**src/rtl/tx_start_thresh_pkg.sv**
```systemverilog
package tx_start_thresh_pkg;

  typedef enum logic [1:0] {
    SEL_LEVEL = 2'd0,
    SEL_MAX   = 2'd1,
    SEL_MIN   = 2'd2,
    SEL_NONE  = 2'd3
  } cfg_sel_e;

  typedef enum logic {
    GATE_WAIT = 1'b0,
    GATE_OPEN = 1'b1
  } gate_e;

endpackage

```
**src/rtl/txst_level_regs.sv**
```systemverilog
module txst_level_regs
  import tx_start_thresh_pkg::*;
#(
  parameter int LVL_W = 8,
  parameter int CEIL  = 6
) (
  input  logic             clk_i,
  input  logic             rst_ni,
  input  logic             cfg_we_i,
  input  logic [1:0]       cfg_addr_i,
  input  logic [LVL_W-1:0] cfg_wdata_i,
  output logic [LVL_W-1:0] cfg_rdata_o,
  input  logic             inc_i,
  input  logic             dec_i,
  output logic [LVL_W-1:0] level_o,
  output logic [LVL_W-1:0] max_o,
  output logic [LVL_W-1:0] min_o,
  output logic             chg_o
);

  localparam logic [LVL_W-1:0] CeilV = LVL_W'(CEIL);
  localparam logic [LVL_W-1:0] OneV  = LVL_W'(1);

  logic [LVL_W-1:0] level_q, level_d;
  logic [LVL_W-1:0] max_q, max_d;
  logic [LVL_W-1:0] min_q, min_d;
  logic             chg_q;
  logic             adj_open, do_inc, do_dec;
  cfg_sel_e         sel;

  function automatic logic [LVL_W-1:0] clamp_f(input logic [LVL_W-1:0] v,
                                               input logic [LVL_W-1:0] lo,
                                               input logic [LVL_W-1:0] hi);
    if (v > hi) return hi;
    if (v < lo) return lo;
    return v;
  endfunction

  assign sel      = cfg_sel_e'(cfg_addr_i);
  // adjustments of either direction are refused once the level reaches max
  assign adj_open = level_q < max_q;
  assign do_inc   = !cfg_we_i && inc_i && adj_open;
  assign do_dec   = !cfg_we_i && !inc_i && dec_i && adj_open && (level_q > min_q);

  always_comb begin
    level_d = level_q;
    max_d   = max_q;
    min_d   = min_q;
    if (cfg_we_i) begin
      unique case (sel)
        SEL_LEVEL: level_d = clamp_f(cfg_wdata_i, min_q, max_q);
        SEL_MAX:   max_d   = clamp_f(cfg_wdata_i, min_q, CeilV);
        SEL_MIN:   min_d   = clamp_f(cfg_wdata_i, OneV, max_q);
        default:   ;
      endcase
    end else if (do_inc) begin
      level_d = level_q + OneV;
    end else if (do_dec) begin
      level_d = level_q - OneV;
    end
  end

  always_ff @(posedge clk_i or negedge rst_ni) begin
    if (!rst_ni) begin
      level_q <= OneV;
      max_q   <= CeilV;
      min_q   <= OneV;
      chg_q   <= 1'b0;
    end else begin
      level_q <= level_d;
      max_q   <= max_d;
      min_q   <= min_d;
      chg_q   <= do_inc | do_dec;
    end
  end

  always_comb begin
    unique case (sel)
      SEL_LEVEL: cfg_rdata_o = level_q;
      SEL_MAX:   cfg_rdata_o = max_q;
      SEL_MIN:   cfg_rdata_o = min_q;
      default:   cfg_rdata_o = '0;
    endcase
  end

  assign level_o = level_q;
  assign max_o   = max_q;
  assign min_o   = min_q;
  assign chg_o   = chg_q;

endmodule

```
**src/rtl/txst_start_gate.sv**
```systemverilog
module txst_start_gate
  import tx_start_thresh_pkg::*;
#(
  parameter int LVL_W      = 8,
  parameter int OCC_W      = 10,
  parameter int UNIT_SHIFT = 6
) (
  input  logic             clk_i,
  input  logic             rst_ni,
  input  logic [OCC_W-1:0] occ_i,
  input  logic [LVL_W-1:0] level_i,
  input  logic             frame_buffered_i,
  input  logic             frame_end_i,
  output logic             start_ok_o
);

  localparam int CMP_W = (OCC_W > LVL_W + UNIT_SHIFT) ? OCC_W : LVL_W + UNIT_SHIFT;

  logic [CMP_W-1:0] thr_bytes;
  logic [CMP_W-1:0] occ_ext;
  logic             enough;
  gate_e            state_q, state_d;

  assign thr_bytes = CMP_W'({level_i, {UNIT_SHIFT{1'b0}}});
  assign occ_ext   = CMP_W'(occ_i);
  assign enough    = (occ_ext >= thr_bytes) || frame_buffered_i;

  // grant latched per frame; the level is consulted only while waiting
  always_comb begin
    state_d = state_q;
    unique case (state_q)
      GATE_WAIT: if (enough)      state_d = GATE_OPEN;
      GATE_OPEN: if (frame_end_i) state_d = GATE_WAIT;
      default:                    state_d = GATE_WAIT;
    endcase
  end

  always_ff @(posedge clk_i or negedge rst_ni) begin
    if (!rst_ni) state_q <= GATE_WAIT;
    else         state_q <= state_d;
  end

  assign start_ok_o = (state_q == GATE_OPEN);

endmodule

```
**src/rtl/tx_start_thresh.sv**
```systemverilog
module tx_start_thresh #(
  parameter int FIFO_BYTES  = 512,
  parameter int BURST_BYTES = 128,
  parameter int UNIT_SHIFT  = 6,
  parameter int LVL_W       = 8,
  parameter int N_UND       = 3,
  localparam int OCC_W      = $clog2(FIFO_BYTES + 1),
  localparam int CEIL       = (FIFO_BYTES - BURST_BYTES) >> UNIT_SHIFT
) (
  input  logic             clk_i,
  input  logic             rst_ni,
  input  logic [OCC_W-1:0] occ_i,
  input  logic             frame_buffered_i,
  input  logic             frame_end_i,
  input  logic [N_UND-1:0] underrun_i,
  input  logic             lvl_dec_i,
  input  logic             cfg_we_i,
  input  logic [1:0]       cfg_addr_i,
  input  logic [LVL_W-1:0] cfg_wdata_i,
  output logic [LVL_W-1:0] cfg_rdata_o,
  output logic             start_ok_o,
  output logic             lvl_chg_o
);

  logic [LVL_W-1:0] level_w;
  logic [LVL_W-1:0] max_w;
  logic [LVL_W-1:0] min_w;
  logic             inc_req;

  // several underrun kinds in one cycle still count as one step
  assign inc_req = |underrun_i;

  txst_level_regs #(
    .LVL_W(LVL_W),
    .CEIL (CEIL)
  ) u_regs (
    .clk_i      (clk_i),
    .rst_ni     (rst_ni),
    .cfg_we_i   (cfg_we_i),
    .cfg_addr_i (cfg_addr_i),
    .cfg_wdata_i(cfg_wdata_i),
    .cfg_rdata_o(cfg_rdata_o),
    .inc_i      (inc_req),
    .dec_i      (lvl_dec_i),
    .level_o    (level_w),
    .max_o      (max_w),
    .min_o      (min_w),
    .chg_o      (lvl_chg_o)
  );

  txst_start_gate #(
    .LVL_W     (LVL_W),
    .OCC_W     (OCC_W),
    .UNIT_SHIFT(UNIT_SHIFT)
  ) u_gate (
    .clk_i           (clk_i),
    .rst_ni          (rst_ni),
    .occ_i           (occ_i),
    .level_i         (level_w),
    .frame_buffered_i(frame_buffered_i),
    .frame_end_i     (frame_end_i),
    .start_ok_o      (start_ok_o)
  );

endmodule

```
**config.mk**
```make
export PLATFORM = sky130hd
export DESIGN_NAME = tx_start_thresh
export DESIGN_NICKNAME = d
export VERILOG_FILES = /design/src/rtl/tx_start_thresh_pkg.sv /design/src/rtl/txst_level_regs.sv /design/src/rtl/txst_start_gate.sv /design/src/rtl/tx_start_thresh.sv
export SDC_FILE = /design/constraint.sdc
export NUM_CORES = 1
export LEC_CHECK = 0
export BUFFER_PORTS_ARGS = -buffer_cell sky130_fd_sc_hd__buf_2
export CORE_ASPECT_RATIO = 0.5
export CORE_UTILIZATION = 55
export CTS_CLUSTER_SIZE = 40
export DETAILED_ROUTE_END_ITERATION = 10
export GPL_ROUTABILITY_DRIVEN = 0
export GPL_TIMING_DRIVEN = 0
export PLACE_DENSITY = 0.74
export SYNTH_ARGS = -nofsm -noshare
export SYNTH_HDL_FRONTEND = slang
export SYNTH_SLANG_ARGS = --single-unit
```
**constraint.sdc**
```tcl
create_clock -name clk_i -period 5.3 [get_ports clk_i]
set_input_delay 0.795 -clock clk_i [delete_from_list [all_inputs] [get_ports clk_i]]
set_output_delay 0.795 -clock clk_i [all_outputs]
set_load 0.02 [all_outputs]
```
==> impl_metrics.json <==
{
  "reg2reg_slack_ns": 1.55,
  "clkLatencyLatePin_ns": 0.29,
  "grt_max_degree": 27,
  "timing.fmax_ghz": 0.2664,
  "cts-htree-levels": 1,
  "ios": 39,
  "grt_pass1_vias": 2363,
  "dp.final_hpwl_um": 5663,
  "cts_tree": "built",
  "hold_buffers": 0,
  "synthesis.area_um2": 2559,
  "clock_skew_ns": 0.01259,
  "cts_max_path_buffers": 2,
  "fin_setup_tns_ns": 0,
  "worstPathMaxFanout": 9,
  "yosys_warnings": 0,
  "cts_root_buffer": "clkbuf_8",
  "min_to": "u_gate.start_ok_o",
  "yosysUniqueCellTypes": 50,
  "maxSlewHeadroom": 0.4659,
  "synthToLayoutAreaGrowth_pct": 12.81,
  "synth_flop_cell": "dfrtp_1",
  "drc": 4,
  "min_path_type": "flop to flop",
  "hold_violations": 0,
  "antenna_found_initial": 0,
  "overflow": 0,
  "timing.final.crit_share": 0.7082,
  "synth_edf_count": 0,
  "violations": "design-rule violations",
  "power_w": 0.001272,
  "p_per_area_nw_per_um2": 440.7,
  "final_util": 0.6524,
  "nNetsFinal": 412,
  "min_period_ns": 3.753,
  "drt-pass1-iter-count": 9,
  "cts-resized-gates": 0,
  "rr_worst_depth": 14,
  "core_um2": 4424,
  "drtAntennaViolNets": 0,
  "antennaDiodeCount": 0,
  "leakage_nw": 1.355,
  "initial_utilization": 0.5783,
  "synthArstFlopShare": 1.000,
  "rows": 17,
  "worstSetupPathType": "flop to flop",
  "first_iter_violations": 215,
  "clk_pin_slew_worst_paths_ns": 0.11,
  "layout-drive-gt1-share": 0.1647,
  "critPathArrivalTime_ns": 3.94,
  "syn_nets": 370,
  "stdcell_count": 397,
  "cts_num_sinks": 26,
  "cts_setup_buffers": 0,
  "hold_depth": 1,
  "die-height_um": 50.23,
  "vias": 2481,
  "grt_pass1_wl_um": 11870,
  "end_kind": "flop",
  "vdd_drop_max_mv": 0.1680,
  "r2r-start": "u_regs.max_o[2]",
  "run_status": "finished, violations left",
  "die_area_um2": 4946,
  "r2r-end": "u_regs.level_o[7]",
  "drv_cap": 0,
  "postSynthAreaPerCell_um2": 8.558,
  "maxSlewViolCount": 0,
  "post-place-cells": 393,
  "setup_viol": 0,
  "port_buffers": 37,
  "ys_ff_latch": 26,
  "grt_use_total": 0.3144,
  "min_from": "u_gate.start_ok_o",
  "viasPerCell": 6.249,
  "cts_inserted_buffers": 3,
  "drt-wirelength-per-cell_um": 18.26,
  "rsz0062_at_grt": "no",
  "layout_commonest_cell": "ha_1",
  "critical_path_required_ns": 5.49,
  "die_w_um": 98.46,
  "setup.worst_path.start_class": "flop",
  "final_cell_mix": "ha_1, buf_2, nand2_1, inv_1, dfrtp_1",
  "syn-instance-count": 299,
  "wirelength_um": 7248,
  "tightest_slew_ns": 0.7993,
  "ys_seq_area_frac": 0.2562
}
metrics by stage:
step / cell area [um2] / hold slack, ns / worst slack (ns)
floorplan: 2559 / 0.4694 / 1.918
global placement: 2815 / 0.4553 / 1.547
detailed placement: 2815 / 0.4674 / 1.452
CTS: 2887 / 0.4808 / 1.578
global route: 2887 / 0.4947 / 1.179
finish: 2887 / 0.4817 / 1.547
final cells by class:
class	count	area, um2
multi-input combinational	240	1775
fill	385	1538
sequential	26	655.6
timing repair buffer	37	185.2
inverter	24	90.09
tap	57	71.32
clock buffer	3	41.29
buffer	9	37.54
clock inverter	1	30.03
report_power, final:
part / switching [W] / internal, W
Clock: 0.0000753 / 0.000101
Sequential: 0.0000926 / 0.000247
Combinational: 0.000406 / 0.000350
Total: 0.000574 / 0.000698
state kept, by name (all words and copies together), names as in the netlist:
name	cells
u_regs.level_o	8
u_regs.max_o	8
u_regs.min_o	8
u_gate.start_ok_o	1
u_regs.chg_o	1
worst max-delay path, cell delays in order (launching register included):
cell and delay, ns:
dfstp_2 0.61, inv_1 0.09, ha_1 0.28, o21ai_0 0.07, a221oi_1 0.32, nor2_1 0.14, nand2_1 0.34, ha_1 0.32
a211oi_1 0.24, nor2_1 0.11, or4_1 0.42, a31oi_1 0.22, xnor2_1 0.15, xnor2_1 0.10, o31ai_1 0.24
routing by layer:
| layer | global-route usage | share of wire |
|---|---|---|
| met1 | 0.4519 | 0.45 |
| met2 | 0.4941 | 0.44 |
| met3 | 0.05710 | 0.11 |
| met4 | 0.06965 | 0.0068 |
| met5 | 0 | 0 |
how the worst max path moves through the flow:
| stage | start | endpoint | slack [ns] | cells after the start |
|---|---|---|---|---|
| 2_1_floorplan | cfg_we_i | u_regs.level_o[7] | 1.92 | 13 |
| 3_3_place_gp | cfg_we_i | u_regs.level_o[7] | 1.55 | 13 |
| 3_5_place_dp | cfg_we_i | u_regs.level_o[7] | 1.45 | 13 |
| 4_1_cts | u_regs.level_o[7] | u_regs.level_o[7] | 1.58 | 13 |
| 5_1_grt | u_regs.max_o[2] | u_regs.level_o[7] | 1.18 | 14 |
| 6_report | u_regs.max_o[2] | u_regs.level_o[7] | 1.55 | 14 |
synthesized netlist by cell type (3+ instances only):
cell	number	area [um2]
nor3_1	3	15.01
nand3b_1	4	30.03
a21oi_1	15	75.07
mux2_4	3	45.04
dfstp_2	4	105.1
o31ai_1	3	22.52
o21ai_1	20	100.1
inv_1	23	86.33
nand2_1	32	120.1
nand2b_1	3	18.77
xnor2_1	4	35.03
ha_1	41	513.0
o21ai_0	13	65.06
clkbuf_1	5	18.77
mux2i_1	19	190.2
nor2_1	17	63.81
dfrtp_1	22	550.5
o21a_1	4	30.03
a211oi_1	7	52.55
buf_2	3	15.01
a31oi_1	4	25.02
o221ai_1	3	26.28
nor2b_1	3	18.77
nand3_1	6	30.03
nand4_1	7	43.79
cells by family after synthesis:
group / after synthesis / synth area share
flops: 26 / 0.2562
xor+xnor: 5 / 0.01711
fa+ha+maj: 42 / 0.2083
mux: 23 / 0.09633
compound gates: 85 / 0.2093
buf+inv: 33 / 0.04987
simple gates: 85 / 0.1628
Power figures use the tool's default switching activity.
